## src/rtl/fifo_ctrl_pkg.sv

```systemverilog
package fifo_ctrl_pkg;

    // Occupancy states of the queue
    typedef enum logic [1:0] {
        OCC_EMPTY   = 2'd0,
        OCC_PARTIAL = 2'd1,
        OCC_FULL    = 2'd2
    } occ_state_e;

    // Address width for a given depth (at least one bit)
    function automatic int unsigned addr_bits(input int unsigned depth);
        return (depth > 1) ? $clog2(depth) : 1;
    endfunction

    // Count width able to hold 0..depth
    function automatic int unsigned count_bits(input int unsigned depth);
        return $clog2(depth + 1);
    endfunction

endpackage

```

## src/rtl/fifo_ptr.sv

```systemverilog
module fifo_ptr #(
    parameter int unsigned DEPTH = 16,
    parameter int unsigned AW    = 4
) (
    input  logic          clk,
    input  logic          rst_n,
    input  logic          adv,
    output logic [AW-1:0] ptr
);

    localparam logic [AW-1:0] LAST  = AW'(DEPTH - 1);
    localparam bit            POW2  = ((1 << AW) == DEPTH);

    logic [AW-1:0] ptr_q;
    logic [AW-1:0] ptr_inc;

    generate
        if (POW2) begin : g_pow2
            // natural binary wrap at 2**AW
            assign ptr_inc = ptr_q + AW'(1);
        end else begin : g_mod
            // explicit wrap at DEPTH-1
            assign ptr_inc = (ptr_q == LAST) ? '0 : ptr_q + AW'(1);
        end
    endgenerate

    always_ff @(posedge clk or negedge rst_n) begin
        if (!rst_n) begin
            ptr_q <= '0;
        end else if (adv) begin
            ptr_q <= ptr_inc;
        end
    end

    assign ptr = ptr_q;

    // pointer never leaves 0..DEPTH-1
    a_r13_ptr_in_range: assert property (@(posedge clk) disable iff (!rst_n)
        ptr_q <= LAST);

    // advancing from the last slot lands on slot zero
    a_r13_wrap_to_zero: assert property (@(posedge clk) disable iff (!rst_n)
        (adv && ptr_q == LAST) |=> (ptr_q == '0));

    // pointer holds when not advanced
    a_r8_ptr_hold: assert property (@(posedge clk) disable iff (!rst_n)
        !adv |=> $stable(ptr_q));

endmodule

```

## src/rtl/fifo_occ_fsm.sv

```systemverilog
module fifo_occ_fsm
    import fifo_ctrl_pkg::*;
#(
    parameter int unsigned DEPTH = 16,
    parameter int unsigned CW    = 5
) (
    input  logic          clk,
    input  logic          rst_n,
    input  logic          inc,
    input  logic          dec,
    input  logic [CW-1:0] af_thr,
    input  logic [CW-1:0] ae_thr,
    output logic          full,
    output logic          empty,
    output logic          almost_full,
    output logic          almost_empty
);

    localparam logic [CW-1:0] DEPTH_C = CW'(DEPTH);

    occ_state_e    st_q, st_d;
    logic [CW-1:0] cnt_q, cnt_d;
    logic          af_q, ae_q;

    // next element count
    always_comb begin
        unique case ({inc, dec})
            2'b10:   cnt_d = cnt_q + CW'(1);
            2'b01:   cnt_d = cnt_q - CW'(1);
            default: cnt_d = cnt_q;
        endcase
    end

    // next occupancy state
    always_comb begin
        st_d = st_q;
        unique case (st_q)
            OCC_EMPTY: begin
                // first-fill
                if (cnt_d != '0) begin
                    st_d = (cnt_d == DEPTH_C) ? OCC_FULL : OCC_PARTIAL;
                end
            end
            OCC_PARTIAL: begin
                if (cnt_d == DEPTH_C) begin
                    st_d = OCC_FULL;      // top-off
                end else if (cnt_d == '0) begin
                    st_d = OCC_EMPTY;     // drain-out
                end
            end
            OCC_FULL: begin
                if (cnt_d != DEPTH_C) begin
                    // release, or dump for a depth of one
                    st_d = (cnt_d == '0) ? OCC_EMPTY : OCC_PARTIAL;
                end
            end
            default: st_d = OCC_EMPTY;
        endcase
    end

    // state register
    always_ff @(posedge clk or negedge rst_n) begin
        if (!rst_n) begin
            st_q <= OCC_EMPTY;
        end else begin
            st_q <= st_d;
        end
    end

    // registered count and threshold flags
    always_ff @(posedge clk or negedge rst_n) begin
        if (!rst_n) begin
            cnt_q <= '0;
            af_q  <= 1'b0;
            ae_q  <= 1'b1;
        end else begin
            cnt_q <= cnt_d;
            af_q  <= (cnt_d >= af_thr);
            ae_q  <= (cnt_d <= ae_thr);
        end
    end

    assign full         = (st_q == OCC_FULL);
    assign empty        = (st_q == OCC_EMPTY);
    assign almost_full  = af_q;
    assign almost_empty = ae_q;

    // state register agrees with the count register
    a_r2_full_matches_count: assert property (@(posedge clk) disable iff (!rst_n)
        full == (cnt_q == DEPTH_C));

    a_r2_empty_matches_count: assert property (@(posedge clk) disable iff (!rst_n)
        empty == (cnt_q == '0));

    // no growth past full, no shrink below empty
    a_r2_no_overfill: assert property (@(posedge clk) disable iff (!rst_n)
        !(full && inc && !dec));

    a_r2_no_underdrain: assert property (@(posedge clk) disable iff (!rst_n)
        !(empty && dec && !inc));

    // balanced cycle keeps the count
    a_r10_balanced_hold: assert property (@(posedge clk) disable iff (!rst_n)
        (inc && dec) |=> $stable(cnt_q));

endmodule

```

## src/rtl/fifo_rd_pipe.sv

```systemverilog
module fifo_rd_pipe #(
    parameter int unsigned WIDTH = 8
) (
    input  logic             clk,
    input  logic             rst_n,
    input  logic             issue,
    input  logic [WIDTH-1:0] ram_rdata,
    output logic [WIDTH-1:0] rd_data,
    output logic             rd_valid
);

    logic             issue_d1;
    logic             valid_q;
    logic [WIDTH-1:0] data_q;

    always_ff @(posedge clk or negedge rst_n) begin
        if (!rst_n) begin
            issue_d1 <= 1'b0;
            valid_q  <= 1'b0;
            data_q   <= '0;
        end else begin
            issue_d1 <= issue;
            valid_q  <= issue_d1;
            if (issue_d1) begin
                data_q <= ram_rdata;
            end
        end
    end

    assign rd_data  = data_q;
    assign rd_valid = valid_q;

    // result is flagged two edges after the RAM read
    a_r9_valid_two_later: assert property (@(posedge clk) disable iff (!rst_n)
        issue |=> ##1 valid_q);

    // data holds when no new result arrives
    a_r9_data_holds: assert property (@(posedge clk) disable iff (!rst_n)
        !valid_q |-> $stable(data_q));

endmodule

```

## src/rtl/fifo_ram_ctrl.sv

```systemverilog
module fifo_ram_ctrl
    import fifo_ctrl_pkg::*;
#(
    parameter int unsigned DEPTH            = 16,
    parameter int unsigned WIDTH            = 8,
    parameter bit          AF_DYNAMIC       = 1'b0,
    parameter bit          AE_DYNAMIC       = 1'b0,
    parameter int unsigned AF_LEVEL         = 12,
    parameter int unsigned AE_LEVEL         = 4,
    parameter bit          ALLOW_OVERWRITE  = 1'b0,
    parameter bit          ALLOW_READ_EMPTY = 1'b0,
    localparam int unsigned AW = addr_bits(DEPTH),
    localparam int unsigned CW = count_bits(DEPTH)
) (
    input  logic             clk,
    input  logic             rst_n,
    input  logic             wr_en,
    input  logic             rd_en,
    input  logic [CW-1:0]    af_level,
    input  logic [CW-1:0]    ae_level,
    input  logic [WIDTH-1:0] ram_rdata,
    output logic             ram_we,
    output logic [AW-1:0]    ram_waddr,
    output logic             ram_re,
    output logic [AW-1:0]    ram_raddr,
    output logic [WIDTH-1:0] rd_data,
    output logic             rd_valid,
    output logic             wr_ack,
    output logic             overflow,
    output logic             underflow,
    output logic             full,
    output logic             empty,
    output logic             almost_full,
    output logic             almost_empty
);

    logic          rd_take;     // read that removes an element
    logic          rd_peek;     // read of an empty queue in read-when-empty mode
    logic          wr_take;     // accepted write
    logic          wr_evict;    // overwrite that drops the oldest element
    logic          rd_adv;
    logic [CW-1:0] af_thr, ae_thr;
    logic [AW-1:0] wptr, rptr;
    logic          ack_q, ovf_q, udf_q;

    // access decisions
    always_comb begin
        rd_take  = rd_en && !empty;
        rd_peek  = rd_en && empty && ALLOW_READ_EMPTY;
        wr_take  = wr_en && (!full || ALLOW_OVERWRITE);
        wr_evict = wr_take && full && !rd_take;
        rd_adv   = rd_take || wr_evict;
    end

    // threshold source per parameter
    assign af_thr = AF_DYNAMIC ? af_level : CW'(AF_LEVEL);
    assign ae_thr = AE_DYNAMIC ? ae_level : CW'(AE_LEVEL);

    fifo_ptr #(.DEPTH(DEPTH), .AW(AW)) u_wptr (
        .clk   (clk),
        .rst_n (rst_n),
        .adv   (wr_take),
        .ptr   (wptr)
    );

    fifo_ptr #(.DEPTH(DEPTH), .AW(AW)) u_rptr (
        .clk   (clk),
        .rst_n (rst_n),
        .adv   (rd_adv),
        .ptr   (rptr)
    );

    fifo_occ_fsm #(.DEPTH(DEPTH), .CW(CW)) u_occ (
        .clk          (clk),
        .rst_n        (rst_n),
        .inc          (wr_take && !wr_evict),
        .dec          (rd_take),
        .af_thr       (af_thr),
        .ae_thr       (ae_thr),
        .full         (full),
        .empty        (empty),
        .almost_full  (almost_full),
        .almost_empty (almost_empty)
    );

    fifo_rd_pipe #(.WIDTH(WIDTH)) u_rpipe (
        .clk       (clk),
        .rst_n     (rst_n),
        .issue     (ram_re),
        .ram_rdata (ram_rdata),
        .rd_data   (rd_data),
        .rd_valid  (rd_valid)
    );

    // RAM control
    assign ram_we    = wr_take;
    assign ram_waddr = wptr;
    assign ram_re    = rd_take || rd_peek;
    assign ram_raddr = rptr;

    // access result pulses, one cycle after the edge
    always_ff @(posedge clk or negedge rst_n) begin
        if (!rst_n) begin
            ack_q <= 1'b0;
            ovf_q <= 1'b0;
            udf_q <= 1'b0;
        end else begin
            ack_q <= wr_take;
            ovf_q <= wr_en && !wr_take;
            udf_q <= rd_en && empty && !ALLOW_READ_EMPTY;
        end
    end

    assign wr_ack    = ack_q;
    assign overflow  = ovf_q;
    assign underflow = udf_q;

    // every RAM write is acknowledged next cycle
    a_r6_ack_follows_write: assert property (@(posedge clk) disable iff (!rst_n)
        ram_we |=> wr_ack);

    // a full queue in normal mode blocks the RAM write and flags it
    a_r7_no_write_when_full: assert property (@(posedge clk) disable iff (!rst_n)
        (full && !ALLOW_OVERWRITE) |-> !ram_we);

    a_r7_overflow_pulse: assert property (@(posedge clk) disable iff (!rst_n)
        (wr_en && full && !ALLOW_OVERWRITE) |=> overflow);

    // an empty queue in normal mode blocks the RAM read and flags it
    a_r8_no_read_when_empty: assert property (@(posedge clk) disable iff (!rst_n)
        (empty && !ALLOW_READ_EMPTY) |-> !ram_re);

    a_r8_underflow_pulse: assert property (@(posedge clk) disable iff (!rst_n)
        (rd_en && empty && !ALLOW_READ_EMPTY) |=> underflow);

    // overwrite mode never reports overflow
    a_r11_no_overflow: assert property (@(posedge clk) disable iff (!rst_n)
        ALLOW_OVERWRITE |-> !overflow);

    // read-when-empty mode never reports underflow
    a_r12_no_underflow: assert property (@(posedge clk) disable iff (!rst_n)
        ALLOW_READ_EMPTY |-> !underflow);

endmodule

```

## config.mk

```make
export PLATFORM = sky130hd
export DESIGN_NAME = fifo_ram_ctrl
export DESIGN_NICKNAME = d
export VERILOG_FILES = /design/src/rtl/fifo_ctrl_pkg.sv /design/src/rtl/fifo_ptr.sv /design/src/rtl/fifo_occ_fsm.sv /design/src/rtl/fifo_rd_pipe.sv /design/src/rtl/fifo_ram_ctrl.sv
export SDC_FILE = /design/constraint.sdc
export NUM_CORES = 1
export LEC_CHECK = 0
export CAP_MARGIN = 20
export CORE_MARGIN = 3
export CORE_UTILIZATION = 39
export CTS_CLUSTER_SIZE = 12
export DETAILED_ROUTE_END_ITERATION = 8
export PLACE_DENSITY = 0.74
export SYNTH_ARGS = -nofsm -noshare
export SYNTH_HDL_FRONTEND = slang
export SYNTH_SLANG_ARGS = --single-unit
```

## constraint.sdc

```tcl
create_clock -name clk -period 2.36 [get_ports clk]
set_input_delay 0.236 -clock clk [delete_from_list [all_inputs] [get_ports clk]]
set_output_delay 0.236 -clock clk [all_outputs]
set_load 0.02 [all_outputs]
```

* After elaboration in Yosys (flattened, before gate mapping)
Cells that the tools add are included.
** Storage, ports and cells
- Register bits :: 30
- Word-level logic and storage cells :: 52
- Output and inout bits :: 26
** Cells by class
- Mux-type cells :: 8
- $add $sub $neg :: 4
- Magnitude comparators :: 2
- Reductions and logical operators :: 17
- Eq/ne operators :: 9
** Operators with widths (number)
- $mux W2 :: 5
- $pmux W5 S2 :: 1
- $add A4 B1 Y4 const B :: 2
- $logic_and A1 B1 Y1 :: 7
- $pmux W2 S3 :: 1
- $add A5 B1 Y5 const B :: 1
- $eq A5 B5 Y1 const B :: 1
- $ge A5 B4 Y1 const B :: 1
- $le A5 B3 Y1 const B :: 1
- $logic_not A1 Y1 :: 5
- $logic_not A5 Y1 :: 1
- $ne A5 B5 Y1 const B :: 1
- $reduce_bool A5 Y1 :: 1
- $sub A5 B1 Y5 const B :: 1
- $eq A2 B1 Y1 const B :: 2
- $eq A2 B2 Y1 const B :: 2
- $ne A2 B1 Y1 const B :: 2
- $ne A3 B1 Y1 const B :: 1
- $reduce_and A3 Y1 :: 1
- $logic_not A2 Y1 :: 1
- $logic_or A1 B1 Y1 :: 1
- $mux W1 :: 1

* Longest topological paths before layout
- Depth after elaboration :: 13
- Gate-level depth with buffers :: 11
- Mapped depth without buffers :: 10

* Hierarchy
Synthesis repeated with hierarchy kept, for this count alone.
** Second synthesis, totals
- Cells, all modules :: 134
- Area, all modules :: 1602.8 um^2
** Modules (own cells, without submodules)
- fifo_occ_fsm :: area each 780.7 um^2, seq. area each 226.5 um^2, cells each 83, instances 1
- fifo_rd_pipe :: area each 381.6 um^2, seq. area each 250.2 um^2, cells each 19, instances 1
- fifo_ptr :: area each 160.2 um^2, seq. area each 100.1 um^2, cells each 11, instances 2
- fifo_ram_ctrl :: area each 120.1 um^2, seq. area each 75.1 um^2, cells each 10, instances 1

* Worst setup path after synthesis
No wires, ideal clock.
- Kind :: register -> register
- Start point :: register u_occ.st_q[0]
- End point :: register u_occ.st_q[1]
- Stages on the path, launching flop included :: 12
- Buffers on the path :: 1
- Setup time :: 67 ps
- Slack :: -191 ps
- Data required time :: 2293 ps
- Data arrival time :: 2484 ps
- Cells stage by stage :: dfrtp_1 buf_2 o21ai_0 inv_1 o21ai_1 inv_1 ha_1 nand2b_1 a21oi_1 mux2i_1 xor2_1 and3_1
** On the way
- Word-level cells in the longest chain between the ends :: 13
- Elaborated cells on any way between the ends :: 27
- Classes of those cells :: eq/ne (9); mux (5); reduce/logical (13)
** Ends and longest elaborated chain
- start: declaration :: line fifo_occ_fsm.sv:21 : occ_state_e st_q, st_d;
- start signal: assignment :: line fifo_occ_fsm.sv:66 : st_q <= st_d;
- $logic_not A2 Y1 (*) :: line fifo_occ_fsm.sv:84 : assign empty = (st_q == OCC_EMPTY);
- $logic_not A1 Y1 (*) :: line fifo_ram_ctrl.sv:48 : rd_take = rd_en && !empty;
- $logic_and A1 B1 Y1 (*) :: line fifo_ram_ctrl.sv:48
- via ram_re :: line fifo_ram_ctrl.sv:24 : output logic ram_re,
- $logic_not A1 Y1 :: line fifo_ram_ctrl.sv:51 : wr_evict = wr_take && full && !rd_take;
- $logic_and A1 B1 Y1 :: line fifo_ram_ctrl.sv:51
- $logic_not A1 Y1 :: line fifo_ram_ctrl.sv:76 : .inc (wr_take && !wr_evict),
- $logic_and A1 B1 Y1 :: line fifo_ram_ctrl.sv:76
- $eq A2 B1 Y1 or $eq A2 B2 Y1 (tied branches) :: line fifo_occ_fsm.sv:27 : unique case ({inc, dec})
- $pmux W5 S2 (*) :: line fifo_occ_fsm.sv:27
- via u_occ.cnt_d[4] :: line fifo_occ_fsm.sv:22 : logic [CW-1:0] cnt_q, cnt_d;
- $eq A5 B5 Y1 :: line fifo_occ_fsm.sv:41, fifo_occ_fsm.sv:45
- $mux W2 :: line fifo_occ_fsm.sv:41 : st_d = (cnt_d == DEPTH_C) ? OCC_FULL : OCC_PARTIAL;
- $mux W2 :: line fifo_occ_fsm.sv:40 : if (cnt_d != '0) begin
- $pmux W2 S3 :: line fifo_occ_fsm.sv:37 : unique case (st_q)
The timed path passes the listed nets; every way through them passes the cells marked *. The select of a mux whose other input is x is not followed.
A chain may end at the register's enable or synchronous reset.

* Worst setup path in the final report
- Start point :: register u_occ.st_q[1]
- End point :: register u_occ.st_q[1]
** On the way
- Word-level cells in the longest chain between the ends :: 13
- Elaborated cells on any way between the ends :: 27
- Classes of those cells :: eq/ne (9); mux (5); reduce/logical (13)
** Ends and longest elaborated chain (line)
- $eq A2 B2 Y1 or $logic_not A2 Y1 (tied branches) :: fifo_occ_fsm.sv:37, fifo_occ_fsm.sv:83, fifo_occ_fsm.sv:84
- $logic_not A1 Y1 (on tied branches) :: fifo_ram_ctrl.sv:50, fifo_ram_ctrl.sv:48
- $logic_and A1 B1 Y1 (on tied branches) :: fifo_ram_ctrl.sv:50, fifo_ram_ctrl.sv:48
- $logic_and A1 B1 Y1 or $logic_not A1 Y1 (tied branches) :: fifo_ram_ctrl.sv:51
- $logic_and A1 B1 Y1 :: fifo_ram_ctrl.sv:51
- $logic_not A1 Y1 :: fifo_ram_ctrl.sv:76
- $logic_and A1 B1 Y1 :: fifo_ram_ctrl.sv:76
- $eq A2 B1 Y1 or $eq A2 B2 Y1 (tied branches) :: fifo_occ_fsm.sv:27
- $pmux W5 S2 :: fifo_occ_fsm.sv:27
- $eq A5 B5 Y1 :: fifo_occ_fsm.sv:41, fifo_occ_fsm.sv:45
- $mux W2 :: fifo_occ_fsm.sv:41
- $mux W2 :: fifo_occ_fsm.sv:40
- $pmux W2 S3 :: fifo_occ_fsm.sv:37
Several ways; a longest one is shown, not always the timed one. The select of a mux whose other input is x is not followed.

==> results.cfg <==
[sta]
hold_viol = 0
slew_violations = 0
fmax_mhz = 448
hold_ws_ps = 288
fin_ws_ps = 126
tns_ps = 0
finalCritPeriodShare_pct = 94.7
slew_headroom_pct = 75.8
finalClockSkew_ps = 8.81
worstMarginPinSlew_ps = 362
period_needed_ps = 2230
rsz0062_at_grt = false
finalSetupViolations = 0

[layout]
area_growth_pct = 46.5
utilization_pct = 61.8
nFillCells = 258
final_cell_count_no_fill = 204
stdcell_area_um2 = 1930
final_layout_size_suffix_gt1_share_pct = 28.1
antenna_cells = 0
regArea_um2 = 752
multi_input_area_um2 = 574
nets = 189

[yosys]
synth_warnings = 0
yosysTopAreaCell = dfrtp_1
syn_nets = 132
synthDistinctLibCells = 30
avgSynthCellArea_um2 = 12.7
ys_async_sr_fraction_pct = 100
synth_most_common_cell = dfrtp_1
synth_top_area_share_pct = 55.0
synth-seq-cells = 30
yosysSeqAreaShare_pct = 57.0
synth_area_leaders = dfrtp_1 55%, mux2_2 9.4%, xnor2_1 5.3%
synth.top_cells.by_count = 29 x dfrtp_1, 11 x mux2_2, 9 x nand2_1, 8 x xnor2_1
synthFlopType = dfrtp_1
syn_inst = 104
synth_edf_count = 0
syn-cell-area_um2 = 1320

[grt]
grt_max_degree = 31
grt_usage_pct = 15.5
overflow = 0
grt_pass1_vias = 1037
grt_first_pass_wirelength_mm = 4.80
antenna_found_initial = 0

[power]
clkPwrFrac_pct = 12.7
pwr-share-seq_pct = 36.9
swShare_pct = 37.0
leakage_nw = 0.850
combPwrFrac_pct = 50.4
p_total_mw = 2.31
p_int_mw = 1.45
p_per_area_nw_per_um2 = 1190
irDropWorstVdd_mv = 0.755
power_switching_uw = 856

[clock_network]
insertion_delay_ps = 320
cts_sinks = 30
cts.path.max_buffers = 2
cts_root_buf = clkbuf_4
cts_tree = done
cts_buffers = 5
clk_pin_slew_worst_paths_ps = 90
cts_htree_levels = 2

[drt]
wl_mm = 2.72
ant_nets = 0
first_pass_iters = 4
post_drt_via_cell_ratio = 4.67
post-route-drc-count = 0
avgRoutedWirePerCell_um = 13.4
drt_iter0_markers = 14
vias = 952

[worst_setup_path]
rrSetupSlack_ps = 130
critical_path_class = reg -> reg
cp-start-kind = register
cp.arrival_ps = 2490
worstPathMaxFanout = 3
worstPathRequired_ps = 2610
crit_path_end_kind = register

[floorplan]
rows = 20
boundaryPins = 48
core-area_um2 = 3130
die-area_um2 = 4120
start_util_pct = 42.2
die_w_um = 64.2
die_h_um = 64.2

[place]
postPlaceCellArea_um2 = 1850
gp_congestion = 0.710
dp.cells = 197
pre_cts_ws_ps = -252
numPortBuffers = 37
dpl.hpwl_mm = 2.05

[run_status]
outcome = finished clean

[job]
drv_cap = 0

[worst_hold_path]
hold_class = in -> async
worst max-delay path, cell delays in order, from the launching register on:
cell and delay (ps):
dfrtp_1 410, nor2b_2 180, o21ai_2 230, inv_2 100, ha_1 280, a21o_1 170, a21oi_2 160, xnor2_1 110
o41ai_2 330, and3_1 200
flip-flops by register name, indices dropped and copies added, names as in the netlist:
signal,cells
u_rpipe.rd_data,8
u_occ.cnt_q,5
u_rptr.ptr,4
u_wptr.ptr,4
u_occ.st_q,2
overflow,1
u_occ.almost_empty,1
u_occ.almost_full,1
u_rpipe.issue_d1,1
u_rpipe.rd_valid,1
underflow,1
wr_ack,1
layout by cell type, fill, tap and decap left out, types with 2 or more instances in the layout:
master and instances:
nand4_1 2, ha_1 4, dfrtp_1 29, a21oi_1 2, clkbuf_4 5, mux2_2 11, and2_1 2, inv_2 2
inv_1 3, nand2_1 9, buf_4 15, o21ai_2 2, xnor2_1 8, o21ai_0 2, a21o_1 2, xor2_1 2
nor2_1 5, clkdlybuf4s50_1 37
final timing paths:
kind	start	end	cells past startpoint
worst max-delay path	u_occ.st_q[1]	u_occ.st_q[1]	9
worst min-delay path	rst_n	overflow	2
worst max register to register	u_occ.st_q[1]	u_occ.st_q[1]	9
worst min register to register	u_rptr.ptr[3]	u_rptr.ptr[3]	1
max in group asynchronous	rst_n	u_occ.almost_empty	2
min in group clk	u_rptr.ptr[3]	u_rptr.ptr[3]	1
power by group through the flow:
stage | Clock, mW | Sequential (mW) | Combinational, mW
after floorplan | 0 | 0.979 | 0.503
after global placement | 0 | 0.843 | 1.09
after detailed placement | 0 | 0.856 | 1.14
after CTS | 0.308 | 0.848 | 1.15
after global routing | 0.335 | 0.882 | 1.28
final | 0.293 | 0.853 | 1.16
cell families (layout without fill, tap and decap cells):
group | count (synthesis) | count (layout) | share of synthesized area (%)
AO/OA/AOI/OAI | 12 | 12 | 7.01
XOR/XNOR | 10 | 10 | 6.64
adder cells (fa/ha/maj) | 6 | 6 | 6.26
buffers and inverters | 7 | 63 | 2.08
flip-flops | 30 | 30 | 57.0
multiplexers | 13 | 13 | 11.3
AND/OR/NAND/NOR | 26 | 26 | 9.76
layout make-up:
type	count	area share, %
flip-flops and latches	30	38.9
multi-input cells	67	29.7
repair buffers	52	25.0
well taps	44	2.85
clock buffers	6	2.65
inverters	5	0.970
layer usage:
metal	GRT usage, %	share of wire (%)
met3	5.62	6.6
met2	25.7	48
met4	9.76	2.7
met1	16.7	43
met5	0	0
repair_timing:
| action | in CTS | in global routing |
|---|---|---|
| hold buffers | 0 | 0 |
| endpoints found under the setup margin | 1 | 5 |
| buffers inserted | 0 | 1 |
| resized for setup | 1 | 4 |
| pin swaps | 0 | 1 |
No activity file was read; power rests on OpenSTA's default activity.
